==> src/rtl/memcfg_pkg.sv <==
package memcfg_pkg;

  typedef enum logic [1:0] {
    MAP_BOOT  = 2'd0,
    MAP_BASIC = 2'd1,
    MAP_CPM   = 2'd2
  } map_e;

  typedef struct packed {
    logic       boot_rom;
    logic       basic_rom;
    logic       vram;
    logic       dram;
    logic [1:0] bank;
  } sel_t;

  localparam sel_t SEL_NONE = '{boot_rom: 1'b0, basic_rom: 1'b0, vram: 1'b0, dram: 1'b0, bank: 2'd0};

  // Map in force for a given pair of latch values.
  function automatic map_e map_of(input logic boot_q, input logic cpm_q);
    if (boot_q)      return MAP_BOOT;
    else if (cpm_q)  return MAP_CPM;
    else             return MAP_BASIC;
  endfunction

  // DRAM select for a bank number.
  function automatic sel_t dram_sel(input logic [1:0] bank);
    sel_t s;
    s      = SEL_NONE;
    s.dram = 1'b1;
    s.bank = bank;
    return s;
  endfunction

  // Address decode for one memory cycle: quad = A15..A14, half = A13.
  function automatic sel_t decode(input map_e m, input logic [1:0] quad, input logic half);
    sel_t s;
    s = SEL_NONE;
    unique case (m)
      MAP_BOOT: begin
        unique case (quad)
          2'd0: s.boot_rom  = 1'b1;
          2'd1: s.basic_rom = 1'b1;
          2'd2: s           = dram_sel(2'd0);
          default: s.vram   = 1'b1;
        endcase
      end
      MAP_BASIC: begin
        unique case (quad)
          2'd0: s         = dram_sel(2'd0);
          2'd1: s.vram    = 1'b1;
          2'd2: s         = dram_sel(2'd1);
          default: s      = dram_sel(2'd2);
        endcase
      end
      default: begin
        unique case (quad)
          2'd0: s = dram_sel(2'd1);
          2'd1: s = dram_sel(2'd2);
          2'd2: s = dram_sel(2'd0);
          default: begin
            if (half) s = dram_sel(2'd0);
            else      s.vram = 1'b1;
          end
        endcase
      end
    endcase
    return s;
  endfunction

  // Write-block condition for the lowest DRAM bank.
  function automatic logic ro_hit(input map_e m, input logic [1:0] quad, input logic is_write);
    return (m == MAP_BASIC) && (quad == 2'd0) && is_write;
  endfunction

endpackage

==> src/rtl/memcfg_cycle_qual.sv <==
module memcfg_cycle_qual (
  input  logic mreq_n,
  input  logic rfsh_n,
  input  logic m1_n,
  output logic mem_cyc,
  output logic rfsh_smp
);
  // Ordinary memory access: request active, refresh idle.
  assign mem_cyc  = !mreq_n && rfsh_n;
  // Refresh address valid: request and refresh active, fetch marker idle.
  assign rfsh_smp = !mreq_n && !rfsh_n && m1_n;
endmodule

==> src/rtl/memcfg_state.sv <==
module memcfg_state (
  input  logic clk,
  input  logic por_n,
  input  logic smp,
  input  logic hold,
  input  logic a_bit,
  input  logic mode_bit,
  output logic boot_q,
  output logic cpm_q
);
  logic take;
  assign take = smp && !hold;

  always_ff @(posedge clk or negedge por_n) begin
    if (!por_n) begin
      boot_q <= 1'b1;
      cpm_q  <= 1'b1;
    end else if (take) begin
      boot_q <= a_bit;
      cpm_q  <= mode_bit;
    end
  end
endmodule

==> src/rtl/memcfg_decode.sv <==
module memcfg_decode
  import memcfg_pkg::*;
#(
  parameter int TOP_W = 3
) (
  input  map_e             cur_map,
  input  logic [TOP_W-1:0] addr_top,
  input  logic             mem_cyc,
  input  logic             wr_n,
  output sel_t             sel,
  output logic             ro_blk
);
  localparam int QUAD_HI = TOP_W - 1;
  localparam int QUAD_LO = TOP_W - 2;
  localparam int HALF_B  = TOP_W - 3;

  logic [1:0] quad;
  logic       half;
  assign quad = addr_top[QUAD_HI:QUAD_LO];
  assign half = addr_top[HALF_B];

  always_comb begin
    sel    = SEL_NONE;
    ro_blk = 1'b0;
    if (mem_cyc) begin
      sel    = decode(cur_map, quad, half);
      ro_blk = ro_hit(cur_map, quad, !wr_n);
    end
  end
endmodule

==> src/rtl/memcfg_switch.sv <==
module memcfg_switch
  import memcfg_pkg::*;
#(
  parameter int TOP_W = 3
) (
  input  logic             clk,
  input  logic             por_n,
  input  logic             mreq_n,
  input  logic             rfsh_n,
  input  logic             m1_n,
  input  logic             wr_n,
  input  logic [TOP_W-1:0] mem_addr_top,
  input  logic             ref_a7,
  input  logic             cpm_sel,
  input  logic             lock,
  output logic             boot_rom_cs,
  output logic             basic_rom_cs,
  output logic             vram_cs,
  output logic             dram_cs,
  output logic [1:0]       dram_bank,
  output logic             dram_ro_blk
);
  // Named internal events for the checker.
  logic mem_cyc;
  logic rfsh_smp;
  logic cfg_boot;
  logic cfg_cpm;
  logic lock_hold;
  map_e cur_map;
  sel_t sel;

  memcfg_cycle_qual u_qual (
    .mreq_n  (mreq_n),
    .rfsh_n  (rfsh_n),
    .m1_n    (m1_n),
    .mem_cyc (mem_cyc),
    .rfsh_smp(rfsh_smp)
  );

  assign cur_map   = map_of(cfg_boot, cfg_cpm);
  assign lock_hold = lock && (cur_map == MAP_BASIC);

  memcfg_state u_state (
    .clk     (clk),
    .por_n   (por_n),
    .smp     (rfsh_smp),
    .hold    (lock_hold),
    .a_bit   (ref_a7),
    .mode_bit(cpm_sel),
    .boot_q  (cfg_boot),
    .cpm_q   (cfg_cpm)
  );

  memcfg_decode #(.TOP_W(TOP_W)) u_dec (
    .cur_map (cur_map),
    .addr_top(mem_addr_top),
    .mem_cyc (mem_cyc),
    .wr_n    (wr_n),
    .sel     (sel),
    .ro_blk  (dram_ro_blk)
  );

  assign boot_rom_cs  = sel.boot_rom;
  assign basic_rom_cs = sel.basic_rom;
  assign vram_cs      = sel.vram;
  assign dram_cs      = sel.dram;
  assign dram_bank    = sel.bank;
endmodule

==> config.mk <==
export PLATFORM = sky130hd
export DESIGN_NAME = memcfg_switch
export DESIGN_NICKNAME = d
export VERILOG_FILES = /design/src/rtl/memcfg_pkg.sv /design/src/rtl/memcfg_cycle_qual.sv /design/src/rtl/memcfg_state.sv /design/src/rtl/memcfg_decode.sv /design/src/rtl/memcfg_switch.sv
export SDC_FILE = /design/constraint.sdc
export NUM_CORES = 1
export LEC_CHECK = 0
export ABC_AREA = 1
export BUFFER_PORTS_ARGS = -buffer_cell sky130_fd_sc_hd__buf_4
export CORE_AREA = 2 2 39 41
export CTS_BUF_LIST = sky130_fd_sc_hd__clkbuf_16
export DETAILED_ROUTE_END_ITERATION = 16
export DIE_AREA = 0 0 41 43
export REMOVE_ABC_BUFFERS = 1
export SYNTH_ARGS = -nofsm -noshare
export SYNTH_HDL_FRONTEND = slang
export SYNTH_SLANG_ARGS = --single-unit
==> constraint.sdc <==
create_clock -name clk -period 1.2 [get_ports clk]
set_input_delay 0.24 -clock clk [delete_from_list [all_inputs] [get_ports clk]]
set_output_delay 0.24 -clock clk [all_outputs]
set_load 0.02 [all_outputs]
==> out/metrics.csv <==
stage,metric,value,unit
status,outcome,finished with violations,
status,failing checks,setup timing,
synthesis,mean area per synthesized cell,5.779,um2
cts,"Reg clk slew, reported paths",0.03,ns
layout,final non-filler cell total,82,
cts,clock root cell,clkbuf_16,
synthesis,Ys Warns,0,
synthesis,post-synthesis mux area share,0,%
layout,design area,564.3,um2
grt,first-pass GRT wire length,1.138,mm
grt,antenna violations before repair,0,
placement,gpl congestion,0.6567,
synthesis,Synth Area in Compound Gates,6.186,%
critical_path,Critical Path RT,0.96,ns
grt,GRT Max-Usage Layer,met2,
cts,Sink Count,2,
placement,placed cells,78,
sta,final number of setup-violating endpoints,7,
critical_path,"Max FO, Critical Path",5,
grt,met3 GRT Util,4.712,%
layout,fraction of layout cells with a size suffix above 1,68.18,%
critical_path,crit path DAT,1.27,ns
grt,pin count of the biggest net entering global routing,8,
layout,net count reported at finish,80,
grt,met2 Use GR,14.69,%
synthesis,most common cell in the netlist,nand2_1,
critical_path,Worst R2R Setup Slack,0.12,ns
grt,GRT Overall Usage,9.438,%
drt,DRC violation total after the first TritonRoute iteration,4,
sta,Worst slew margin,84.71,%
sta,fin crit period,1.509,ns
critical_path,crit path cell chain,inv_2 > nand2_2 > nor2_1 > nor2_1 > nor2_1 > buf_4,
sta,period utilization,125.8,%
synthesis,most used flip-flop cell after synthesis,dfstp_2,
critical_path,CP Launch Type,flop,
sta,fmax,662.6,MHz
floorplan,CORE AREA,1384,um2
sta,clk_skew,0.001791,ns
synthesis,simple-gate share of the synthesized area,64.43,%
cts,CTS tree,built,
cts,clk_lat worst skew,0.22,ns
layout,ant diodes,0,
synthesis,Post-synth EDFFs,0,
sta,setup tns final,-1.816,ns
cts,H-tree depth,1,
critical_path,capture point of the worst reg-to-reg path,u_state.cpm_q,
sta,RSZ-0062 raised after global routing,yes,
critical_path,worst r2r path cells,6,
grt,GR Overflow Total,0,
cts,Num CTS Buffers,3,
cts,clk buf depth,2,
critical_path,R2R Path Start,u_state.boot_q,
layout,Area Growth Syn to Fin,132.5,%
synthesis,Post-synth top cells,"nand2_1 (14), nand3_1 (6), nor2_1 (6)",
critical_path,Crit Path Category,reg -> out,
critical_path,"delay-heaviest family, CP",flip-flops,
drt,DR vias/cell,4.366,
floorplan,Row Count,14,
floorplan,IO Count,19,
power_and_ir_drop,power per cell area,1616,nW/um2
synthesis,post-synthesis cell area,242.7,um2
grt,vias in the first global route,318,
synthesis,Synth area leader,dfstp_2,
critical_path,Worst Setup SP,u_state.boot_q,
synthesis,largest cells by area after synthesis,"dfstp_2 (22%), nand2_1 (22%), nand3_1 (12%)",
placement,Area after DPL,412.9,um2
sta,fin. max-slew vios,0,
synthesis,Post-Synthesis Cells,42,
critical_path,max incr delay on CP,0.58,ns
synthesis,main combinational cell family by area after synthesis,simple AND/OR/NAND/NOR gates,
hold_path,path type of the worst min-delay path,in -> reg,
floorplan,die area,1763,um2
critical_path,CP max-delay cell,dfstp_2,
synthesis,top cell type's share of synthesized area,21.65,%
drt,drt pass-1 iters,3,
drt,WL/cell,8.768,um
synthesis,synth unique cells,12,
critical_path,Critical Path Sink Type,output pin,
floorplan,initial core utilization,17.54,%
synthesis,xor-xnor portion of the synthesized cell area,0,%
critical_path,CP Buf/Inv Count,2,
sta,final setup margin,-0.3093,ns
power_and_ir_drop,"Power, Total",912.1,uW
placement,HPWL reported at the end of detailed placement,542.4,um
sta,Worst Tran Pin Value,0.2284,ns
floorplan,Die Wd,41,um
drt,Via Count,358,
critical_path,Critical Path Sink,dram_cs,
placement,Buffers on Ports,18,
synthesis,Post-Synth Adder-Cell Area,0,%
synthesis,share of the yosys chip area belonging to registers,21.65,%
synthesis,synthesized flop and latch total,2,
power_and_ir_drop,peak supply drop,1407,uV
sta,Final Hold Viols,0,
critical_path,crit-path most repeated cell,nor2_1,
job,maxcap violations,0,
drt,antenna-violating nets left,0,
sta,Hold WS,0.2507,ns
critical_path,Worst path depth,6,
grt,met1 Resource Use GR,10.29,%
drt,DRC,0,
floorplan,Die Height,43,um
power_and_ir_drop,Static Leak,0.0002710,uW
drt,drt total wl,719,um
synthesis,share of flip-flops with an asynchronous set or reset,100.0,%
==> worst register-to-register path: stages (launching register included) <==
cell	delay (ns)
dfstp_2	0.58
nor2_4	0.06
buf_4	0.14
nand2_4	0.07
nand2_2	0.05
nand2_1	0.07
nand2_1	0.05
==> logic make-up (layout without fill, tap and decap cells) <==
| family | after synthesis | in the layout |
|---|---|---|
| AOI/OAI and AO/OA | 3 | 3 |
| buffers and inverters | 5 | 29 |
| DFF | 2 | 2 |
| and+or+nand+nor | 32 | 32 |
==> registers in the layout (all words and copies together) (netlist names) <==
name,count
u_state.cpm_q,1
u_state.boot_q,1
==> per-stage QoR <==
step | worst slack (ns) | utilization (%)
3_5_place_dp | -0.08885 | 29.84
4_1_cts | -0.3160 | 37.88
3_3_place_gp | -0.08605 | 29.84
2_1_floorplan | -0.3412 | -
5_1_grt | -0.3463 | 40.78
6_report | -0.3093 | 40.78
==> worst min-delay path by stage <==
stage            start        endpoint  slack (ns)  depth (start not counted)
6_report       cpm_sel   u_state.cpm_q        0.25                          3
5_1_grt         ref_a7  u_state.boot_q        0.27                          3
4_1_cts        cpm_sel   u_state.cpm_q        0.26                          3
3_5_place_dp     por_n   u_state.cpm_q        0.18                          1
3_3_place_gp     por_n  u_state.boot_q        0.18                          1
2_1_floorplan    por_n  u_state.boot_q        0.09                          0
==> final cells by class <==
cell class / instances / area (um2)
Clock buffer: 3 / 75.07
Fill cell: 140 / 819.5
Inverter: 5 / 18.77
Multi-Input combinational cell: 35 / 230.2
Sequential cell: 2 / 52.55
Tap cell: 16 / 20.02
Timing Repair Buffer: 21 / 167.7
==> routing by layer <==
| metal | up-vias | part of all wire, % |
|---|---|---|
| met5 | - | 0 |
| met4 | 0 | 0 |
| met3 | 0 | 7.1 |
| met2 | 9 | 56 |
| met1 | 164 | 37 |
| li1 | 185 | - |
==> placed cells by master, fill, tap and decap left out, drive strengths merged <==
master       synthesis  final
nand3                6      6
buf                  0     20
nor4                 1      1
nand2               15     15
a21oi                3      3
dlygate4sd3          0      1
dfstp                2      2
nor3                 2      2
nor3b                1      1
nor2                 7      7
inv                  5      5
clkbuf               0      3
==> what timing repair did <==
item	4_1_cts	5_1_grt
setup buffers	1	0
hold buffers	1	0
endpoints found under the setup margin	7	9
pin swaps	2	5
resized for setup	6	12
hold endpoints to repair	2	0
==> where the power goes <==
part | total (uW) | internal (uW) | switching (uW)
registers | 128 | 99.0 | 29.0
logic | 292 | 138 | 155
clock network | 492 | 423 | 68.6
total | 912 | 660 | 252
No activity file was read; power rests on OpenSTA's default activity.
